### src/rtl/regalu_pkg.sv
`timescale 1ns/1ps
package regalu_pkg;

  localparam int OPC_W = 4;
  localparam int ALU_W = 3;

  localparam logic [OPC_W-1:0] OPC_MOVE  = 4'h0;
  localparam logic [OPC_W-1:0] OPC_LOAD  = 4'h1;
  localparam logic [OPC_W-1:0] OPC_STORE = 4'h2;
  localparam logic [OPC_W-1:0] OPC_STAT  = 4'h3;

  typedef enum logic [ALU_W-1:0] {
    ALU_NOT = 3'd0,
    ALU_AND = 3'd1,
    ALU_OR  = 3'd2,
    ALU_ADD = 3'd3,
    ALU_SUB = 3'd4,
    ALU_XOR = 3'd5,
    ALU_INC = 3'd6,
    ALU_MUL = 3'd7
  } alu_op_e;

  typedef enum logic [1:0] {
    WB_REG = 2'd0,
    WB_IMM = 2'd1,
    WB_ALU = 2'd2
  } wb_sel_e;

  typedef struct packed {
    logic    rf_we;
    wb_sel_e wb_sel;
    logic    out_we;
    logic    out_stat;
    logic    flag_we;
    alu_op_e alu_op;
  } ctrl_t;

endpackage

### src/rtl/regalu_decode.sv
`timescale 1ns/1ps
module regalu_decode
  import regalu_pkg::*;
(
  input  logic [OPC_W-1:0] opc_i,
  output ctrl_t            ctrl_o
);

  always_comb begin
    ctrl_o.rf_we    = 1'b0;
    ctrl_o.wb_sel   = WB_REG;
    ctrl_o.out_we   = 1'b0;
    ctrl_o.out_stat = 1'b0;
    ctrl_o.flag_we  = 1'b0;
    ctrl_o.alu_op   = alu_op_e'(opc_i[ALU_W-1:0]);
    if (opc_i[OPC_W-1]) begin
      ctrl_o.rf_we   = 1'b1;
      ctrl_o.wb_sel  = WB_ALU;
      ctrl_o.flag_we = 1'b1;
    end else begin
      case (opc_i)
        OPC_MOVE: begin
          ctrl_o.rf_we  = 1'b1;
          ctrl_o.wb_sel = WB_REG;
        end
        OPC_LOAD: begin
          ctrl_o.rf_we  = 1'b1;
          ctrl_o.wb_sel = WB_IMM;
        end
        OPC_STORE: begin
          ctrl_o.out_we = 1'b1;
        end
        OPC_STAT: begin
          ctrl_o.out_we   = 1'b1;
          ctrl_o.out_stat = 1'b1;
        end
        default: begin
          ctrl_o.rf_we = 1'b0;
        end
      endcase
    end
  end

endmodule

### src/rtl/regalu_regfile.sv
`timescale 1ns/1ps
module regalu_regfile #(
  parameter int DATA_W = 8,
  parameter int ADDR_W = 4,
  parameter int N_RD   = 3
) (
  input  logic                           clk,
  input  logic                           rst,
  input  logic                           we,
  input  logic [ADDR_W-1:0]              waddr,
  input  logic [DATA_W-1:0]              wdata,
  input  logic [N_RD-1:0][ADDR_W-1:0]    raddr,
  output logic [N_RD-1:0][DATA_W-1:0]    rdata
);

  localparam int DEPTH = 1 << ADDR_W;

  logic [DATA_W-1:0] mem [DEPTH];

  always_ff @(posedge clk) begin
    if (rst) begin
      for (int i = 0; i < DEPTH; i++) begin
        mem[i] <= '0;
      end
    end else if (we) begin
      mem[waddr] <= wdata;
    end
  end

  generate
    for (genvar p = 0; p < N_RD; p++) begin : g_rd
      assign rdata[p] = mem[raddr[p]];
    end
  endgenerate

endmodule

### src/rtl/regalu_alu.sv
`timescale 1ns/1ps
module regalu_alu
  import regalu_pkg::*;
#(
  parameter int DATA_W = 8
) (
  input  logic [DATA_W-1:0] a_i,
  input  logic [DATA_W-1:0] b_i,
  input  alu_op_e           op_i,
  output logic [DATA_W-1:0] y_o,
  output logic              cout_o
);

  localparam int PROD_W = 2 * DATA_W;

  logic [DATA_W:0]   add_w;
  logic [DATA_W:0]   sub_w;
  logic [DATA_W:0]   inc_w;
  logic [PROD_W-1:0] prod_w;

  assign add_w  = {1'b0, a_i} + {1'b0, b_i};
  assign sub_w  = {1'b0, a_i} - {1'b0, b_i};
  assign inc_w  = {1'b0, a_i} + {{DATA_W{1'b0}}, 1'b1};
  assign prod_w = {{DATA_W{1'b0}}, a_i} * {{DATA_W{1'b0}}, b_i};

  always_comb begin
    y_o    = '0;
    cout_o = 1'b0;
    case (op_i)
      ALU_NOT: y_o = ~a_i;
      ALU_AND: y_o = a_i & b_i;
      ALU_OR:  y_o = a_i | b_i;
      ALU_XOR: y_o = a_i ^ b_i;
      ALU_ADD: begin
        y_o    = add_w[DATA_W-1:0];
        cout_o = add_w[DATA_W];
      end
      ALU_SUB: begin
        y_o    = sub_w[DATA_W-1:0];
        cout_o = sub_w[DATA_W];
      end
      ALU_INC: begin
        y_o    = inc_w[DATA_W-1:0];
        cout_o = inc_w[DATA_W];
      end
      ALU_MUL: begin
        y_o    = prod_w[DATA_W-1:0];
        cout_o = |prod_w[PROD_W-1:DATA_W];
      end
      default: begin
        y_o    = '0;
        cout_o = 1'b0;
      end
    endcase
  end

endmodule

### src/rtl/regalu_core.sv
`timescale 1ns/1ps
module regalu_core
  import regalu_pkg::*;
#(
  parameter int DATA_W = 8,
  parameter int ADDR_W = 4
) (
  input  logic                    clk,
  input  logic                    rst,
  input  logic [OPC_W+ADDR_W-1:0] instr_i,
  input  logic [DATA_W-1:0]       opnd_i,
  output logic [DATA_W-1:0]       dout_o
);

  localparam int N_RD   = 3;
  localparam int RD_DST = 0;
  localparam int RD_SA  = 1;
  localparam int RD_SB  = 2;

  logic [OPC_W-1:0]              opc;
  logic [ADDR_W-1:0]             dst_addr;
  logic [ADDR_W-1:0]             sa_addr;
  logic [ADDR_W-1:0]             sb_addr;
  ctrl_t                         ctrl;
  logic                          rf_we;
  logic [N_RD-1:0][ADDR_W-1:0]   rd_addr;
  logic [N_RD-1:0][DATA_W-1:0]   rd_data;
  logic [DATA_W-1:0]             alu_y;
  logic                          alu_c;
  logic [DATA_W-1:0]             wb_data;
  logic                          carry_q;
  logic [DATA_W-1:0]             dout_q;

  assign opc      = instr_i[OPC_W+ADDR_W-1:ADDR_W];
  assign dst_addr = instr_i[ADDR_W-1:0];
  assign sa_addr  = opnd_i[2*ADDR_W-1:ADDR_W];
  assign sb_addr  = opnd_i[ADDR_W-1:0];

  regalu_decode u_dec (
    .opc_i  (opc),
    .ctrl_o (ctrl)
  );

  assign rf_we           = ctrl.rf_we;
  assign rd_addr[RD_DST] = dst_addr;
  assign rd_addr[RD_SA]  = sa_addr;
  assign rd_addr[RD_SB]  = sb_addr;

  regalu_regfile #(
    .DATA_W (DATA_W),
    .ADDR_W (ADDR_W),
    .N_RD   (N_RD)
  ) u_rf (
    .clk   (clk),
    .rst   (rst),
    .we    (rf_we),
    .waddr (dst_addr),
    .wdata (wb_data),
    .raddr (rd_addr),
    .rdata (rd_data)
  );

  regalu_alu #(
    .DATA_W (DATA_W)
  ) u_alu (
    .a_i    (rd_data[RD_SA]),
    .b_i    (rd_data[RD_SB]),
    .op_i   (ctrl.alu_op),
    .y_o    (alu_y),
    .cout_o (alu_c)
  );

  always_comb begin
    case (ctrl.wb_sel)
      WB_IMM:  wb_data = opnd_i;
      WB_ALU:  wb_data = alu_y;
      default: wb_data = rd_data[RD_SA];
    endcase
  end

  always_ff @(posedge clk) begin
    if (rst) begin
      carry_q <= 1'b0;
    end else if (ctrl.flag_we) begin
      carry_q <= alu_c;
    end
  end

  always_ff @(posedge clk) begin
    if (rst) begin
      dout_q <= '0;
    end else if (ctrl.out_we) begin
      if (ctrl.out_stat) begin
        dout_q <= {{(DATA_W-1){1'b0}}, carry_q};
      end else begin
        dout_q <= rd_data[RD_DST];
      end
    end
  end

  assign dout_o = dout_q;

endmodule

### config.mk
export PLATFORM = sky130hd
export DESIGN_NAME = regalu_core
export DESIGN_NICKNAME = d
export VERILOG_FILES = /design/src/rtl/regalu_pkg.sv /design/src/rtl/regalu_decode.sv /design/src/rtl/regalu_regfile.sv /design/src/rtl/regalu_alu.sv /design/src/rtl/regalu_core.sv
export SDC_FILE = /design/constraint.sdc
export NUM_CORES = 1
export LEC_CHECK = 0
export ABC_AREA = 1
export BUFFER_PORTS_ARGS = -buffer_cell sky130_fd_sc_hd__buf_2
export CAP_MARGIN = 20
export CORE_MARGIN = 2
export CORE_UTILIZATION = 45
export DETAILED_ROUTE_END_ITERATION = 7
export GPL_ROUTABILITY_DRIVEN = 0
export HOLD_SLACK_MARGIN = 0.1
export SLEW_MARGIN = 20
export SYNTH_ARGS = -nofsm -noshare
export SYNTH_HDL_FRONTEND = slang
export SYNTH_HIERARCHICAL = 1
export SYNTH_SLANG_ARGS = --single-unit
export TNS_END_PERCENT = 10
### constraint.sdc
create_clock -name clk -period 6.3 [get_ports clk]
set_input_delay 1.26 -clock clk [delete_from_list [all_inputs] [get_ports clk]]
set_output_delay 1.26 -clock clk [all_outputs]
set_load 0.02 [all_outputs]
# Word level (Yosys, flattened, before mapping)
# Memory sizes are Yosys's and may differ from the RTL's.
# Index checks and enable logic that the tools add are counted.
[op_classes]
bitwise = 4
mul = 1
n_lt_le_gt_ge = 0
mux = 19
n_shift = 0
n_reduce_logical = 6
eq_ne = 12
div = 0
add_sub_neg = 3
[op_table]
columns = ["op", "n"]
rows = [
  ["$pmux W8 S8", 1],
  ["$mul A8 B8 Y16", 1],
  ["$mux W8", 2],
  ["$pmux W8 S2", 1],
  ["$reduce_or A8 Y1", 2],
  ["$eq A3 B3 Y1 const B", 4],
  ["$mux W1", 11],
  ["$add A8 B1 Y9 const B", 1],
  ["$add A8 B8 Y9", 1],
  ["$sub A8 B8 Y9", 1],
  ["$and A8 B8 Y8", 1],
  ["$eq A4 B2 Y1 const B", 2],
  ["$not A8 Y8", 1],
  ["$or A8 B8 Y8", 1],
  ["$xor A8 B8 Y8", 1],
  ["$eq A3 B2 Y1 const B", 2],
  ["$eq A4 B1 Y1 const B", 1],
  ["$logic_not A4 Y1", 1],
  ["$mux W4", 1],
  ["$pmux W1 S4", 1],
  ["$reduce_or A2 Y1", 2],
  ["$eq A3 B1 Y1 const B", 1],
  ["$logic_not A3 Y1", 1],
  ["$mux W3", 1],
  ["other kinds (3)", 3],
]
[totals]
mem_count = 1
romBits = 0
register_bits = 9
latchBits = 0
mem_bits_rw = 128
[mem_list]
columns = ["name", "depth", "width", "read_ports", "rd_ports_with_merged_regs", "wr", "line_no", "text"]
rows = [
  ["u_rf.mem", 16, 8, 3, 0, 16, "regalu_regfile.sv:18", "logic [DATA_W-1:0] mem [DEPTH];"],
]

# Depth between registers and ports, before layout
[depth]
depth_word = 9
mapped_depth = 34
mapped_depth_nobuf = 32

# By module
# The synthesis kept the hierarchy.
[by_module_without_submodules]
columns = ["mod", "instances", "area_each_um2", "cells_each"]
rows = [
  ["regalu_regfile", 1, 8710.9, 1276],
  ["regalu_alu", 1, 3753.6, 612],
  ["regalu_core", 1, 633.1, 101],
  ["regalu_decode", 1, 76.3, 15],
]

# Least setup slack after synthesis
# OpenSTA, ideal clock, no wires.
[synth_path]
kind = "in2reg"
startpoint = "input port opnd_i[5]"
endpoint = "memory u_rf.mem[10][7] (data pin)"
setup_ps = 266
arrival_ps = 6026
slack_ps = 8
path_stages = 29
t_required_ps = 6034
n_path_buf = 4
path_cell_list = "buf_2 > clkbuf_1 > nand3_1 > nand3_1 > nand3_1 > nand2_1 > clkbuf_1 > nand2_1 > fa_1 > inv_1 > ha_1 > inv_1 > fa_1 > fa_1 > inv_1 > ha_1 > nand2_1 > nand3_1 > xnor2_1 > o21ai_0 > nor2_1 > nand4_1 > nand2_1 > nand2_1 > nand2_1 > nand2_1 > inv_1 > clkbuf_1 > nor2_1"
[synth_rtl]
columns = ["element", "line_no", "text"]
rows = [
  ["from (decl)", "regalu_core.sv:11", "input logic [DATA_W-1:0] opnd_i,"],
  ["to (decl)", "regalu_regfile.sv:18", ""],
]

==> load_flow_metrics.sql <==
INSERT INTO impl_metrics (metric_group, metric, value, unit) VALUES
('synthesis', 'ys.warnings.count', '6', ''),
('clock_tree', 'htreeDepth', '4', ''),
('critical_path', 'timing.critical_path.required', '6.47', 'ns'),
('critical_path', 'slowest_stage', 'sky130_fd_sc_hd__fa_1', ''),
('sta', 'finalCriticalPeriod', '6.06', 'ns'),
('hold_path', 'worstHoldEndpoint', 'dout_o[1]', ''),
('global_route', 'grt_antenna_before_repair', '0', ''),
('critical_path', 'crit_fanout', '42', ''),
('synthesis', 'ys_seq_area_frac', '0.305', ''),
('clock_tree', 'clkTransAtPathRegs', '0.07', 'ns'),
('hold_path', 'tightest_hold_check_type', 'reg2reg', ''),
('clock_tree', 'tritoncts', 'built', ''),
('critical_path', 'crit_start', 'opnd_i[0]', ''),
('sta', 'min_period_over_period', '0.961', ''),
('die', 'fp.dieArea', '30700', 'sq um'),
('die', 'initial_core_utilization', '0.458', ''),
('job', 'drv_cap', '0', ''),
('final_layout', 'area_delta_synth_final', '14.4', '%'),
('sta', 'hold_slack', '0.482', 'ns'),
('pwr', 'static-leakage-power', '7.80', 'nW'),
('synthesis', 'post_synth_xor_area_fraction', '0.00199', ''),
('drt', 'detailroute.via_count', '13800', ''),
('synthesis', 'synth.top_cell.area_share', '0.292', ''),
('critical_path', 'worst_ep_arrival_time', '6.23', 'ns'),
('drt', 'drt_iter0_markers', '2093', ''),
('critical_path', 'worst-setup-path-type', 'in2reg', ''),
('synthesis', 'synth_top_family_by_area', 'simple AND/OR/NAND/NOR gates', ''),
('global_route', 'grt_pass1_wl', '73800', 'um'),
('global_route', 'grt.overflow.total', '0', ''),
('final_layout', 'design.final.nets', '2183', ''),
('die', 'rows', '62', ''),
('pwr', 'powerDensity', '268', 'nW/um^2'),
('global_route', 'grt.total_usage', '0.314', ''),
('final_layout', 'number_of_filler_cells_placed_in_the_layout', '2885', ''),
('critical_path', 'worst_r2r_path_depth', '29', ''),
('clock_tree', 'clock_insertion_delay_worst_skew', '0.44', 'ns'),
('drt', 'detail_route.vias_per_cell', '5.61', ''),
('placement', 'port_buffers', '25', ''),
('global_route', 'first_global_vias', '13100', ''),
('status', 'status', 'finished, final reports clean', ''),
('sta', 'rsz0062_at_grt', 'false', ''),
('drt', 'route.top_layer_used', 'met4', ''),
('drt', 'drtAntennaViolNets', '0', ''),
('drt', 'detail_route.first_pass.iterations', '6', ''),
('sta', 'report.final.slew_viol_count', '0', ''),
('sta', 'hold_viol_final', '0', ''),
('synthesis', 'synthAdderAreaFrac', '0.118', ''),
('clock_tree', 'ctsRootBufferMaster', 'sky130_fd_sc_hd__clkbuf_16', ''),
('synthesis', 'mappedNetlistArea', '13200', 'sq um'),
('final_layout', 'antenna-diode-count', '0', ''),
('critical_path', 'critical_path.reg2reg.startpoint', 'u_rf/mem[5][3]', ''),
('clock_tree', 'cts.sinks', '137', ''),
('synthesis', 'synthCells', '2004', ''),
('critical_path', 'r2r_end', 'u_rf/mem[12][7]', ''),
('placement', 'half_perimeter_wire_length_after_placement', '35500', 'um'),
('die', 'die_w', '175', 'um'),
('drt', 'routedLengthMet1', '20100', 'um'),
('sta', 'number_of_failing_setup_endpoints_in_the_final_timing_report', '0', ''),
('sta', 'maxClockFrequency', '0.165', 'GHz'),
('synthesis', 'yosysTopAreaCell', 'sky130_fd_sc_hd__edfxtp_1', ''),
('synthesis', 'synth_nets', '2123', ''),
('synthesis', 'synthArstFlopShare', '0', ''),
('synthesis', 'synth.mux.area_fraction', '0', ''),
('global_route', 'grt_max_degree', '43', ''),
('synthesis', 'avgSynthCellArea', '6.57', 'sq um'),
('clock_tree', 'cts_buffer_depth', '2', ''),
('synthesis', 'yosys.area_share.simple', '0.408', ''),
('hold_path', 'timing.hold.worst.start', 'dout_o[1]', ''),
('synthesis', 'synth.top_cells.by_area', 'sky130_fd_sc_hd__edfxtp_1 (29%), sky130_fd_sc_hd__nand2_1 (19%), sky130_fd_sc_hd__nand3_1 (14%)', ''),
('critical_path', 'timing.critical_path.slowest_cell_delay', '0.55', 'ns'),
('clock_tree', 'hold_buffers', '0', '');
-- Yosys cell counts, types with 15 or more instances --
master	instances
sky130_fd_sc_hd__nand3_1	377
sky130_fd_sc_hd__nand2_1	650
sky130_fd_sc_hd__inv_1	314
sky130_fd_sc_hd__a21oi_1	24
sky130_fd_sc_hd__o21ai_0	15
sky130_fd_sc_hd__nand2_2	27
sky130_fd_sc_hd__buf_2	46
sky130_fd_sc_hd__nor2_1	164
sky130_fd_sc_hd__fa_1	38
sky130_fd_sc_hd__ha_1	63
sky130_fd_sc_hd__edfxtp_1	128
sky130_fd_sc_hd__clkbuf_1	52
-- state kept, by name, summed over array words and instances (netlist names) --
| name | count |
|---|---|
| dout_o | 8 |
| carry_q | 1 |
| u_rf/mem | 128 |
-- stage by stage --
step | cell area, sq um | std cells | setup WS, ns
6_report | 15100 | 2461 | 0.244
2_1_floorplan | 13200 | 2004 | 0.00774
3_3_place_gp | 14400 | 2428 | -0.109
4_1_cts | 15000 | 2460 | 0.284
5_1_grt | 15100 | 2461 | 0.000810
3_5_place_dp | 14400 | 2428 | -0.144
-- timing repair --
item,4_1_cts,5_1_grt
endpoints found under the setup margin,0,17
resized for setup,0,8
setup buffers,0,0
-- power breakdown --
| group | leakage, nW | switching [mW] | internal (mW) | total [mW] |
|---|---|---|---|---|
| clock | 0.301 | 0.442 | 0.636 | 1.08 |
| combinational | 6.11 | 1.20 | 0.720 | 1.92 |
| sequential | 1.40 | 0.0130 | 1.03 | 1.04 |
-- cell families after synthesis --
family / Yosys count
AOI/OAI and AO/OA: 73
xor gates and xnor gates: 3
adders and majority gates: 101
buffers and inverters: 437
DFF: 137
and+or+nand+nor: 1253
-- worst max path at each step --
stage / cells after the start / slack, ns / endpoint
after floorplan: 29 / 0.008 / u_rf/mem[10][7]
after global placement: 35 / -0.11 / u_rf/mem[3][6]
after detailed placement: 31 / -0.14 / u_rf/mem[12][7]
after CTS: 31 / 0.28 / u_rf/mem[12][7]
after global routing: 29 / 0.0008 / carry_q
final: 28 / 0.24 / u_rf/mem[12][7]
-- critical path: cells and delay by family --
kind | cells | cell delay [ns]
XOR/XNOR | 1 | 0.18
adder cells (fa/ha/maj) | 5 | 2.39
AND/OR/NAND/NOR | 13 | 1.23
AO/OA/AOI/OAI | 1 | 0.10
buffers and inverters | 8 | 1.01
-- layer usage --
layer,track usage,vias to the layer above
met1,0.435,6453
met4,0.127,0
met2,0.472,810
met5,0,-
li1,-,6421
met3,0.0738,126
-- area by class of cell --
cell class	instances	area, sq um	share of cell area
multi-input cells	1430	7420	0.493
clock inverters	14	184	0.0122
repair buffers	151	1290	0.0855
clock buffers	18	429	0.0285
well taps	384	480	0.0319
inverters	327	1240	0.0822
flip-flops and latches	137	4020	0.267
-- layout by cell type, fill, tap and decap left out, types with 2 or more instances in the layout --
cell	n
sky130_fd_sc_hd__inv_1	313
sky130_fd_sc_hd__nand3_1	377
sky130_fd_sc_hd__nor2_4	3
sky130_fd_sc_hd__o211ai_1	4
sky130_fd_sc_hd__a21oi_1	23
sky130_fd_sc_hd__clkinv_1	2
sky130_fd_sc_hd__clkbuf_16	18
sky130_fd_sc_hd__dfxtp_1	9
sky130_fd_sc_hd__bufinv_16	3
sky130_fd_sc_hd__inv_8	4
sky130_fd_sc_hd__o21ai_0	15
sky130_fd_sc_hd__a31oi_1	2
sky130_fd_sc_hd__buf_4	109
sky130_fd_sc_hd__inv_2	11
sky130_fd_sc_hd__buf_12	16
sky130_fd_sc_hd__o21bai_1	2
sky130_fd_sc_hd__inv_6	5
sky130_fd_sc_hd__nand2_1	647
sky130_fd_sc_hd__ha_1	62
sky130_fd_sc_hd__nand3b_1	2
sky130_fd_sc_hd__o22ai_1	6
sky130_fd_sc_hd__nor3_1	8
sky130_fd_sc_hd__o21ai_1	5
sky130_fd_sc_hd__edfxtp_1	128
sky130_fd_sc_hd__nand4_1	10
sky130_fd_sc_hd__buf_2	25
sky130_fd_sc_hd__nor3_4	4
sky130_fd_sc_hd__fa_1	38
sky130_fd_sc_hd__xor2_1	2
sky130_fd_sc_hd__nand2_2	30
sky130_fd_sc_hd__nor2_1	163
sky130_fd_sc_hd__a21oi_2	10
sky130_fd_sc_hd__nor2_2	6
(Power assumes the default switching activity.)
